==> config.mk <==
export PLATFORM = sky130hd
export DESIGN_NAME = strap_latch_top
export DESIGN_NICKNAME = d
export VERILOG_FILES = /design/src/rtl/strap_pkg.sv /design/src/rtl/strap_capture.sv /design/src/rtl/bit_sync.sv /design/src/rtl/pad_gate.sv /design/src/rtl/strap_latch_top.sv
export SDC_FILE = /design/constraint.sdc
export NUM_CORES = 1
export LEC_CHECK = 0
export BUFFER_PORTS_ARGS = -buffer_cell sky130_fd_sc_hd__buf_4
export CAP_MARGIN = 15
export CORE_MARGIN = 5
export CORE_UTILIZATION = 50
export DETAILED_ROUTE_END_ITERATION = 6
export PLACE_DENSITY = 0.69
export SLEW_MARGIN = 20
export SYNTH_ARGS = -nofsm -noshare
export SYNTH_HDL_FRONTEND = slang
export SYNTH_SLANG_ARGS = --single-unit
==> constraint.sdc <==
create_clock -name clk -period 1.55 [get_ports clk]
set_input_delay 0.155 -clock clk [delete_from_list [all_inputs] [get_ports clk]]
set_output_delay 0.155 -clock clk [all_outputs]
set_load 0.01 [all_outputs]
==> src/rtl/strap_pkg.sv <==
package strap_pkg;

    // Number of shared pads; the configuration fields below depend on it.
    localparam int NPADS = 3;

    // Per-pad stop sequence used during a power-down request.
    typedef enum logic [2:0] {
        G_RUN     = 3'd0,
        G_WAIT_F1 = 3'd1,
        G_WAIT_R  = 3'd2,
        G_WAIT_F2 = 3'd3,
        G_HALT    = 3'd4
    } gate_e;

    // Configuration seen by downstream logic.
    typedef struct packed {
        logic       spread_n;
        logic [1:0] fsel;
    } strap_cfg_t;

    function automatic strap_cfg_t unpack_pads(input logic [NPADS-1:0] p);
        strap_cfg_t r;
        r.fsel     = p[1:0];
        r.spread_n = p[2];
        return r;
    endfunction

endpackage

==> src/rtl/strap_capture.sv <==
module strap_capture
    import strap_pkg::*;
(
    input  logic             clk,
    input  logic             rst,
    input  logic             mode_in,
    input  logic [NPADS-1:0] pad_in,
    output logic             cap_done,
    output logic             mode_q,
    output logic [NPADS-1:0] strap_q,
    output logic             arm_q
);

    always_ff @(posedge clk) begin
        if (rst) begin
            cap_done <= 1'b0;
            mode_q   <= 1'b0;
            strap_q  <= '0;
            arm_q    <= 1'b0;
        end else begin
            // Output enable follows capture by one edge.
            arm_q <= cap_done & mode_q;
            if (!cap_done) begin
                cap_done <= 1'b1;
                mode_q   <= mode_in;
                strap_q  <= pad_in;
            end
        end
    end


    cap_hold_chk: assert property (@(posedge clk) disable iff (rst)
        ($past(cap_done) && !$past(rst)) |-> ($stable(strap_q) && $stable(mode_q)));


    arm_after_cap_chk: assert property (@(posedge clk) disable iff (rst)
        ($rose(arm_q) && !$past(rst)) |-> ($past(cap_done) && mode_q));

endmodule

==> src/rtl/bit_sync.sv <==
module bit_sync #(
    parameter int W      = 3,
    parameter int STAGES = 2
) (
    input  logic         clk,
    input  logic         rst,
    input  logic [W-1:0] d,
    output logic [W-1:0] q
);

    logic [W-1:0] stg [STAGES];

    always_ff @(posedge clk) begin
        if (rst) begin
            for (int s = 0; s < STAGES; s++) stg[s] <= '0;
        end else begin
            stg[0] <= d;
            for (int s = 1; s < STAGES; s++) stg[s] <= stg[s-1];
        end
    end

    assign q = stg[STAGES-1];

endmodule

==> src/rtl/pad_gate.sv <==
module pad_gate
    import strap_pkg::*;
(
    input  logic clk,
    input  logic rst,
    input  logic pwrdn_req,
    input  logic oe,
    input  logic src,
    output logic out_q
);

    gate_e g_q, g_d;
    logic  src_q;
    logic  fall, rise;

    assign fall = src_q & ~src;
    assign rise = ~src_q & src;

    always_comb begin
        g_d = g_q;
        unique case (g_q)
            G_RUN:     if (pwrdn_req) g_d = G_WAIT_F1;
            G_WAIT_F1: if (!pwrdn_req) g_d = G_RUN; else if (fall) g_d = G_WAIT_R;
            G_WAIT_R:  if (!pwrdn_req) g_d = G_RUN; else if (rise) g_d = G_WAIT_F2;
            G_WAIT_F2: if (!pwrdn_req) g_d = G_RUN; else if (fall) g_d = G_HALT;
            G_HALT:    if (!pwrdn_req && !src) g_d = G_RUN;
            default:   g_d = G_RUN;
        endcase
    end

    always_ff @(posedge clk) begin
        if (rst) begin
            g_q   <= G_RUN;
            src_q <= 1'b0;
            out_q <= 1'b0;
        end else begin
            g_q   <= g_d;
            src_q <= src;
            out_q <= oe & src & (g_q != G_HALT);
        end
    end


    halt_entry_chk: assert property (@(posedge clk) disable iff (rst)
        ((g_q == G_HALT) && ($past(g_q) != G_HALT) && !$past(rst)) |-> $past(pwrdn_req));


    halt_exit_chk: assert property (@(posedge clk) disable iff (rst)
        ((g_q == G_RUN) && ($past(g_q) == G_HALT) && !$past(rst)) |-> !$past(src));

endmodule

==> src/rtl/strap_latch_top.sv <==
module strap_latch_top
    import strap_pkg::*;
#(
    parameter int SYNC_STAGES = 2
) (
    input  logic             clk,
    input  logic             rst,
    input  logic             pwrdn_req,
    input  logic             mode_in,
    input  logic [NPADS-1:0] pad_in,
    input  logic [NPADS-1:0] clk_src,
    output logic [NPADS-1:0] pad_oe,
    output logic [NPADS-1:0] pad_out,
    output logic [1:0]       cfg_fsel,
    output logic             cfg_spread_n
);

    logic             cap_done, mode_q, arm_q;
    logic [NPADS-1:0] strap_q, live_q;
    strap_cfg_t       cfg;

    strap_capture u_cap (
        .clk      (clk),
        .rst      (rst),
        .mode_in  (mode_in),
        .pad_in   (pad_in),
        .cap_done (cap_done),
        .mode_q   (mode_q),
        .strap_q  (strap_q),
        .arm_q    (arm_q)
    );

    bit_sync #(.W(NPADS), .STAGES(SYNC_STAGES)) u_sync (
        .clk (clk),
        .rst (rst),
        .d   (pad_in),
        .q   (live_q)
    );

    generate
        for (genvar i = 0; i < NPADS; i++) begin : g_pad
            pad_gate u_gate (
                .clk       (clk),
                .rst       (rst),
                .pwrdn_req (pwrdn_req),
                .oe        (arm_q),
                .src       (clk_src[i]),
                .out_q     (pad_out[i])
            );
        end
    endgenerate

    assign pad_oe       = {NPADS{arm_q}};
    assign cfg          = mode_q ? unpack_pads(strap_q) : unpack_pads(live_q);
    assign cfg_fsel     = cfg.fsel;
    assign cfg_spread_n = cfg.spread_n;


    oe_mode_chk: assert property (@(posedge clk) disable iff (rst)
        (|pad_oe) |-> (mode_q && cap_done));


    out_oe_chk: assert property (@(posedge clk) disable iff (rst)
        (pad_out & ~pad_oe) == '0);


    live_sync_chk: assert property (@(posedge clk) disable iff (rst)
        (!mode_q && !$past(rst) && !$past(rst, 2)) |-> ({cfg_spread_n, cfg_fsel} == $past(pad_in, 2)));

endmodule

== Yosys cells after proc, flatten, opt, wreduce, memory -nomap -nowiden ==
Memory sizes are Yosys's and may differ from the RTL's.
Cells that the tools add are included.
Storage, ports and cells
  bits in writable memories: 6
  memories: 1
  register bits after elaboration: 21
  latch bits: 0
  ROM bits: 0
  logic and storage cells: 109
Memories
  u_sync.stg: words 2, bits a word 3, read ports 2, clocked after memory_dff 0, write ports 2, RTL line bit_sync.sv:11  | logic [W-1:0] stg [STAGES];
Cells by class
  multipliers: 0
  reductions and logical operators: 13
  multiplexer cells: 31
  order comparisons: 0
  div/mod/pow operators: 0
  bitwise gates (word level): 21
  eq/ne operators: 30
  shift-type cells: 0
  add/subtract/negate cells: 0
Operators with widths (count)
  2-to-1 mux 3 bit: 25
  case mux 3 bit (5 select lines): 3
  inequality test 3 x 2 -> 1 bit (second input constant): 9
  equality test 3 x 2 -> 1 bit (second input constant): 6
  AND reduction 5 bit: 3
  AND 1 bit: 13
  equality test 3 x 1 -> 1 bit (second input constant): 3
  equality test 3 bit (second input constant): 3
  logical NOT 3 bit: 3
  inequality test 3 bit (second input constant): 3
  inequality test 2 x 1 -> 1 bit (second input constant): 3
  inequality test 2 bit (second input constant): 3
  NOT 1 bit: 6
  logical NOT 1 bit: 4
  logical AND 1 bit: 3
  2-to-1 mux 1 bit: 3
  bitwise OR 1 bit: 2

== Longest topological paths before layout ==
Gate-level depths: netlist of run 1.
  depth after elaboration: 5
  depth in mapped cells: 5

== By module ==
Synthesis of run 1 repeated with hierarchy kept, for this count alone.
Second synthesis, totals
  cell total of the unflattened synthesis: 99
  area total of the unflattened synthesis: 1093.5 µm²
By module, submodules not included
  pad_gate: cells an instance 20, times used 3, area an instance 221.5 µm², seq. area each 100.1 µm²
  strap_capture: cells an instance 18, times used 1, area an instance 192.7 µm², seq. area each 120.1 µm²
  bit_sync: cells an instance 15, times used 1, area an instance 180.2 µm², seq. area each 120.1 µm²
  strap_latch_top: cells an instance 6, times used 1, area an instance 56.3 µm², seq. area each 0.0 µm²

== Least setup slack after synthesis of run 1 ==
No wires, ideal clock.
  path type: register to register
  from: register g_pad[0].u_gate.g_q[2]
  to: register g_pad[0].u_gate.g_q[0]
  stages on the path, launching flop included: 5
  data required time: 1.476 ns
  arrival time: 0.979 ns
  path slack: 0.497 ns
  period minus slack after synthesis: 1.053 ns
  cell sequence: dfxtp_1 > and2b_2 > nor2_1 > or3_1 > a31oi_1
On the way
  longest elaborated chain between the ends: 3
  elaborated cells between the ends (all ways): 12
  classes of those cells: eq/ne: 9; mux: 1; reduce/logical: 2
Ends and longest elaborated chain
  from (decl): RTL line pad_gate.sv:12  | gate_e g_q, g_d;
  from (signal assigned): RTL line pad_gate.sv:37  | g_q <= g_d;
  equality test 3 x 2 -> 1 bit (tied with other cells): RTL line pad_gate.sv:21  | unique case (g_q)
  inequality test 3 x 2 -> 1 bit (no source line) (tied with other cells)
  AND reduction 5 bit (no source line)
Parallel ways exist; a longest one is shown, timed or not.
A chain may end at the register's enable or synchronous reset.

== Worst setup path in the final report of run 1 ==
  from: register u_cap.mode_q
  to: output cfg_fsel[0]
On the way
  longest elaborated chain between the ends: 1
Ends and longest elaborated chain
  from (decl): RTL line strap_capture.sv:9  | output logic mode_q,
  from (signal assigned): RTL line strap_capture.sv:25  | mode_q <= mode_in;
  2-to-1 mux 3 bit: RTL line strap_latch_top.sv:54  | assign cfg = mode_q ? unpack_pads(strap_q) : unpack_pads(live_q);
  to (decl): RTL line strap_latch_top.sv:14  | output logic [1:0] cfg_fsel,
No other way between the ends.

==> results of run 1 <==
## flip-flops by register name, summed over array words and instances (netlist names)
name / flops
g_pad.u_gate.g_q: 9
g_pad.u_gate.out_q: 3
g_pad.u_gate.src_q: 3
u_cap.arm_q: 1
u_cap.cap_done: 1
u_cap.mode_q: 1
u_cap.strap_q: 3
u_sync.stg: 6
## cell usage after synthesis (all sizes together)
| master | n |
|---|---|
| nor3 | 1 |
| o21ai | 6 |
| and3 | 2 |
| or3 | 1 |
| clkbuf | 2 |
| nand2 | 7 |
| and2b | 1 |
| xor2 | 1 |
| a21oi | 4 |
| xnor2 | 1 |
| dfxtp | 27 |
| inv | 5 |
| buf | 8 |
| o32a | 2 |
| or2b | 1 |
| nand3 | 3 |
| a211oi | 1 |
| mux2 | 3 |
| nand3b | 2 |
| nor2 | 18 |
| a31oi | 1 |
| nor3b | 2 |
| nor2b | 10 |
| o211ai | 1 |
| mux2i | 3 |
| nand4b | 1 |
| nand2b | 1 |
## worst register-to-register path: cells and delay by family (launching register included)
kind,cells,cell delay (ps)
compound gates,1,130
flops,1,360
simple gates,3,590
## layer usage
metal,vias to the layer above,GRT usage [%],share of wire (%),wire length [um]
met3,2,5.57,6.4,113
met5,-,0,0,0
li1,399,-,-,-
met1,370,13.0,45,789
met4,0,2.03,0.57,10
met2,19,21.6,48,849
## kinds of logic (layout without fill, tap and decap cells)
| group | after synthesis | count (layout) | share of synthesized area, % |
|---|---|---|---|
| AOI/OAI and AO/OA | 15 | 15 | 8.66 |
| xor gates and xnor gates | 2 | 2 | 1.66 |
| buffers and inverters | 15 | 27 | 7.95 |
| DFF | 27 | 27 | 51.2 |
| muxes | 6 | 6 | 6.05 |
| and+or+nand+nor | 50 | 50 | 24.4 |
## cell type report
| class | count | area [um2] |
|---|---|---|
| fillers | 179 | 792 |
| flip-flops and latches | 27 | 541 |
| multi-input cells | 73 | 430 |
| repair buffers | 18 | 135 |
| well taps | 27 | 33.8 |
| clock buffers | 3 | 22.5 |
| inverters | 5 | 18.8 |
| clock inverters | 1 | 8.76 |
## cells in the final DEF, fill, tap and decap left out, types with 2 or more instances in the layout
master    Yosys  layout
nor2_1       18      18
mux2i_1       3       3
nor3b_1       2       2
nand2_1       7       7
o21ai_0       4       4
and3_1        2       2
clkbuf_4      0       3
inv_1         3       3
a21oi_1       4       4
o32a_1        2       2
nand3_1       3       3
mux2_2        3       3
buf_4         7      18
o21ai_1       2       2
nand3b_1      2       2
dfxtp_1      27      27
inv_2         2       2
nor2b_1      10      10
## report_power, final
group	internal, W	total (W)	switching (W)	leakage, nW
logic	0.0000498	0.0000963	0.0000464	0.260
clock network	0.000105	0.000317	0.000212	0.0183
registers	0.000721	0.000737	0.0000169	0.222
total	0.000875	0.00115	0.000275	0.501
## through the flow
| step | power [W] | util [%] | area [um2] | hold slack [ps] | worst slack [ps] |
|---|---|---|---|---|---|
| 4_1_cts | 0.00116 | 60.0 | 1190 | 37.1 | 120 |
| 5_1_grt | 0.00120 | 60.0 | 1190 | 42.3 | 49.4 |
| 6_report | 0.00115 | 60.0 | 1190 | 39.9 | 137 |
| 3_5_place_dp | 0.000849 | 58.5 | 1160 | 388 | 428 |
| 2_1_floorplan | 0.000810 | - | 1050 | 269 | 497 |
| 3_3_place_gp | 0.000846 | 58.5 | 1160 | 377 | 480 |
## worst max path at each step
stage	from	slack, ps	depth (start not counted)	endpoint
after floorplan	g_pad[0].u_gate.g_q[2]$_SDFFE_PP0P_	500	4	g_pad[0].u_gate.g_q[0]$_SDFFE_PP0P_
after global placement	g_pad[0].u_gate.g_q[2]$_SDFFE_PP0P_	480	4	g_pad[0].u_gate.g_q[0]$_SDFFE_PP0P_
after detailed placement	g_pad[0].u_gate.g_q[2]$_SDFFE_PP0P_	430	4	g_pad[0].u_gate.g_q[0]$_SDFFE_PP0P_
after CTS	u_cap.mode_q$_SDFFE_PP0N_	120	2	cfg_fsel[0]
after global routing	u_cap.mode_q$_SDFFE_PP0N_	50	2	cfg_fsel[0]
final	u_cap.mode_q$_SDFFE_PP0N_	140	2	cfg_fsel[0]
==> results.cfg, run 1 <==
[timing]
hold_violations = 0
tns_ps = 0
period_share_pct = 91.2
finalSetupViolations = 0
finClkSkew_ps = 5.14
worst_pin_slew_ps = 259
slew_headroom_pct = 82.7
post-route-min-period_ps = 1410
drv_slew = 0
clock.fmax_mhz = 708
grt_setup_unrepaired = no

[critical_path]
r2r_start = g_pad[0].u_gate.g_q[2]$_SDFFE_PP0P_
r2r_slack_ps = 410
cpPeakStageDelay_ps = 430
crit_buf_inv = 1
crit_type = register to output port
end_kind = output port
reg2reg_depth = 4
critPathRequiredTime_ps = 1390
cpMaxStageDelayCell = dfxtp_1
worstPathArrival_ps = 1260
crit_chain = mux2_2 > buf_4
crit_family = flip-flops
startpoint_type = register
cp_max_fo = 4
reg2reg_to = g_pad[0].u_gate.g_q[0]$_SDFFE_PP0P_

[floorplan]
die_h_um = 55.9
die_width_um = 55.9
io-pin-count = 19
initial_core_util_pct = 53.2
core_region_area_um2 = 1980
die_area_um2 = 3130
row_count = 16

[synthesis]
ys_warn_count = 0
ys_ff_latch = 27
syn-cell-area_um2 = 1050
synth.distinct_cells = 30
synth_top_area_share_pct = 51.2
syn_avg_cell_area_um2 = 9.17
syn-num-nets = 125
ys_seq_area_share_pct = 51.2
yosysTopAreaCell = dfxtp_1
synth_area_leaders = dfxtp_1, nor2_1, nor2b_1, buf_4, mux2_2
syn_inst = 115

[routing]
drt-initial-drc-count = 10
vias = 790
via_per_inst = 5.13
drtPass1Iterations = 3
ant_nets = 0
routedWlPerCell_um = 11.4
wl_mm = 1.76
drc = 0

[clock_network]
tritoncts = done
clock_latency_ps = 320
clk_root_buffer_cell = clkbuf_4
clock_sinks = 27
cts_setup_buffers = 0
cts_hold_buf = 0
post_cts_resize_count = 0
cts_max_level = 1
clk_pin_slew_ps = 150
cts_buffer_depth = 2
cts_buffers = 3

[power_and_ir_drop]
ir_drop_mv = 0.755
power_density_nw_per_um2 = 967
leakage_nw = 0.501

[grt]
grt_pass1_wl_mm = 3.10
antenna_found_initial = 0
grt_max_degree = 22
grt_pass1_vias = 765
overflow = 0
grt_usage_pct = 12.0

[cells_and_area]
num-nets-final = 138
area_growth_pct = 12.8
diodes = 0
fin_cells = 154
drive_gt1_share_pct = 22.8

[run]
max-cap-violations = 0

[placement]
io_buffers = 18
gp_congestion = 0.753
dp_hpwl_mm = 1.31
placedCellCount = 150

[worst_hold_path]
worstHoldStart = pad_in[2]
min_path_type = primary input to register
min_to = u_sync.stg[0][2]$_SDFF_PP0_
whs_path_depth = 2

[run_status]
status = completed
Note: power is estimated with default switching activity, not from simulation.
==> run 2, diff against run 1 <==
- RECOVER_POWER: not set -> 100
==> results.cfg, run 2 (synthesized netlist as in run 1, its figures left out) <==
[clock_network]
cts_buffer_depth = 2
tritoncts = done
cts_max_level = 1
clock_latency_ps = 320
clk_root_buffer_cell = clkbuf_4
cts_hold_buf = 0
post_cts_resize_count = 0
clk_pin_slew_ps = 150
cts_buffers = 3
cts_setup_buffers = 0
clock_sinks = 27

[cells_and_area]
layout_common_cells = dfxtp_1, nor2_1, nor2b_1, buf_4, clkbuf_1
largest_reg_flops = 9
drive_gt1_share_pct = 13.4
largestRegisters = g_pad.u_gate.g_q: 9 flops, u_sync.stg: 6 flops
num-nets-final = 138
fill_cells = 194
diodes = 0
seqCellArea_um2 = 541
multi_input_area_um2 = 429
final_common_cell = dfxtp_1
area_growth_pct = 9.49
top_register = g_pad.u_gate.g_q

[timing]
hold_violations = 0
setup_slack_ps = 140
grt_setup_unrepaired = no
post-route-min-period_ps = 1410
worst_pin_slew_ps = 880
drv_slew = 0
finClkSkew_ps = 6.74
tns_ps = 0
finalSetupViolations = 0
period_share_pct = 91.0
clock.fmax_mhz = 709
slew_headroom_pct = 41.3

[critical_path]
crit_buf_inv = 1
cp_max_fo = 4
cp_num_cells = 2
worstPathArrival_ps = 1260
cpMaxStageDelayCell = dfxtp_1
end_kind = output port
critPathRequiredTime_ps = 1390
crit_family = flip-flops
reg2reg_depth = 4
cpPeakStageDelay_ps = 440
crit_type = register to output port
crit_chain = mux2_1 > buf_4
startpoint_type = register

[routing]
drt-initial-drc-count = 13
drtPass1Iterations = 4
drc = 0
via_per_inst = 5.08
routedWlPerCell_um = 11.5
wl_mm = 1.77
ant_nets = 0
vias = 783

[floorplan]
die_area_um2 = 3130
die_width_um = 55.9
initial_core_util_pct = 53.2
row_count = 16
die_h_um = 55.9
io-pin-count = 19
core_region_area_um2 = 1980

[worst_hold_path]
whs_path_depth = 2
min_path_type = primary input to register

[placement]
gp_congestion = 0.753
io_buffers = 18
preCtsSetupSlack_ps = 428
dp_hpwl_mm = 1.31

[power_and_ir_drop]
power_density_nw_per_um2 = 989
leakage_nw = 0.465
ir_drop_mv = 0.750

[grt]
grt_max_degree = 22
grt_pass1_vias = 765
grt_pass1_wl_mm = 3.10
overflow = 0
grt_usage_pct = 12.0
antenna_found_initial = 0

[run]
max-cap-violations = 0

[run_status]
status = completed
## run 2: changes by cell type in the layout (fill, tap and decap cells not counted), sizes merged
cell and delta:
buf -9, clkbuf +9
## run 2: final timing paths
check,start,end,slack [ps]
max,u_cap.mode_q$_SDFFE_PP0N_,cfg_fsel[0],140
min,pad_in[2],u_sync.stg[0][2]$_SDFF_PP0_,40
max reg2reg,g_pad[0].u_gate.g_q[2]$_SDFFE_PP0P_,g_pad[0].u_gate.g_q[0]$_SDFFE_PP0P_,400
min reg2reg,u_sync.stg[0][1]$_SDFF_PP0_,u_sync.stg[0][4]$_SDFF_PP0_,460
## run 2: per-layer routing
metal | vias to the layer above | track usage, % | routed length [um]
met3 | 2 | 5.57 | 115
met2 | 19 | 21.6 | 835
met4 | 0 | 2.03 | 10
met5 | - | 0 | 0
li1 | 401 | - | -
met1 | 361 | 13.0 | 810
## run 2: cell type report
cell class / instances / area share [%]
Sequential cell: 27 / 46.8
Multi-Input combinational cell: 73 / 37.2
Timing Repair Buffer: 18 / 8.78
Tap cell: 27 / 2.93
Clock buffer: 3 / 1.95
Inverter: 5 / 1.63
Clock inverter: 1 / 0.758
## run 2: per-stage QoR
step | cell area [um2] | power, W | util [%] | hold slack, ps | std cells
after global placement | 1160 | 0.000846 | 58.5 | 377 | 150
after CTS | 1190 | 0.00116 | 60.0 | 37.1 | 154
after detailed placement | 1160 | 0.000849 | 58.5 | 388 | 150
after floorplan | 1050 | 0.000810 | - | 269 | 115
final | 1150 | 0.00114 | 58.3 | 39.5 | 154
after global routing | 1150 | 0.00120 | 58.3 | 42.3 | 154
## run 2: where the power goes
group          internal, W  switching (W)  leakage (nW)  total [W]
logic            0.0000439      0.0000461         0.225  0.0000900
clock network     0.000105       0.000210        0.0183   0.000315
registers         0.000721      0.0000166         0.222   0.000737
==> run 3, diff against run 2 <==
- CORE_MARGIN: 5 -> 4
==> results.cfg, run 3 (synthesized netlist as in run 1, its figures left out) <==
[clock_network]
cts_max_level = 1
cts_buffer_depth = 2
clock_latency_ps = 320
cts_hold_buf = 0
cts_buffers = 3
clk_pin_slew_ps = 140
post_cts_resize_count = 0
clk_root_buffer_cell = clkbuf_4
tritoncts = done
cts_setup_buffers = 0
clock_sinks = 27

[cells_and_area]
multi_input_area_um2 = 429
fill_cells = 188
drive_gt1_share_pct = 12.6
final_area_um2 = 1150
largest_reg_flops = 9
diodes = 0
layout_common_cells = dfxtp_1, nor2_1, clkbuf_1, nor2b_1, buf_4
final_common_cell = dfxtp_1
area_growth_pct = 8.66
num-nets-final = 138
top_register = g_pad.u_gate.g_q
seqCellArea_um2 = 541
fin_cells = 154
largestRegisters = g_pad.u_gate.g_q: 9 flops, u_sync.stg: 6 flops

[run]
max-cap-violations = 0

[timing]
hold_violations = 0
tns_ps = 0
holdWs_ps = 62.3
period_share_pct = 88.3
worst_pin_slew_ps = 904
grt_setup_unrepaired = no
finalSetupViolations = 0
drv_slew = 0
finClkSkew_ps = 7.62
post-route-min-period_ps = 1370
slew_headroom_pct = 39.7
clock.fmax_mhz = 731

[routing]
via_per_inst = 4.89
routedWlPerCell_um = 11.5
drtPass1Iterations = 4
wl_mm = 1.77
vias = 753
ant_nets = 0
drt-initial-drc-count = 14
drc = 0

[run_status]
status = completed

[grt]
grt_max_degree = 22
antenna_found_initial = 0
overflow = 0
grt_pass1_wl_mm = 3.04
grt_pass1_vias = 728
grt_usage_pct = 14.7

[worst_hold_path]
min_path_type = primary input to register

[floorplan]
core_region_area_um2 = 1980
row_count = 16
initial_core_util_pct = 53.2
io-pin-count = 19
die_h_um = 53.9
die_area_um2 = 2910
die_width_um = 53.9

[power_and_ir_drop]
power_density_nw_per_um2 = 979
ir_drop_mv = 0.839
leakage_nw = 0.457

[critical_path]
crit_family = flip-flops
cpMaxStageDelayCell = dfxtp_1
worstPathArrival_ps = 1210
r2r_slack_ps = 410
cp_max_fo = 4
crit_type = register to output port
crit_chain = mux2_2 > clkbuf_1
startpoint_type = register
crit_buf_inv = 1
critPathRequiredTime_ps = 1390
end_kind = output port
cpPeakStageDelay_ps = 420

[placement]
io_buffers = 18
placedCellCount = 150
gp_congestion = 0.722
dp_hpwl_mm = 1.27
placed_area_um2 = 1160
==> run 3: changes by cell type in the layout (fill, tap and decap cells not counted) <==
cell / delta
buf_4: -1
clkbuf_1: +2
inv_6: -1
mux2_1: -1
mux2_2: +1
==> run 3: metrics by stage <==
step / utilization [%] / total power (W) / setup slack (ps)
final: 57.8 / 0.00112 / 182
after global routing: 57.8 / 0.00119 / 92.2
after CTS: 59.8 / 0.00114 / 144
after detailed placement: 58.5 / 0.000850 / 447
after global placement: 58.5 / 0.000846 / 479
after floorplan: - / 0.000810 / 497
==> run 3: power breakdown <==
group	internal, W	leakage [nW]	switching [W]	total, W
Clock	0.000101	0.0150	0.000195	0.000296
Sequential	0.000720	0.222	0.0000167	0.000737
Combinational	0.0000432	0.220	0.0000460	0.0000893
==> run 3: layout make-up <==
type,count,share of cell area [%]
multi-input combinational,73,37.4
clock buffer,4,2.29
sequential,27,47.2
inverter,5,1.64
timing repair buffer,18,8.52
tap,27,2.95
==> run 3: per-layer routing <==
| metal | GRT usage [%] | share of wire, % |
|---|---|---|
| met1 | 17.4 | 47 |
| met2 | 24.4 | 47 |
| met3 | 4.99 | 5.2 |
| met4 | 5.11 | 1.1 |
| met5 | 0 | 0 |
==> run 3: worst paths after layout <==
check	from	to	cells after the start
hold / removal	clk_src[1]	g_pad[1].u_gate.out_q$_SDFF_PP0_	3
setup reg to reg	g_pad[0].u_gate.g_q[2]$_SDFFE_PP0P_	g_pad[0].u_gate.g_q[0]$_SDFFE_PP0P_	4
setup / recovery	u_cap.mode_q$_SDFFE_PP0N_	cfg_spread_n	2
hold reg to reg	u_sync.stg[0][2]$_SDFF_PP0_	u_sync.stg[0][5]$_SDFF_PP0_	1
==> run 3: worst reg2reg max path, delay by kind of cell (launching register included) <==
kind            cells  cell delay (ps)
flops               1              360
simple gates        3              600
compound gates      1              130
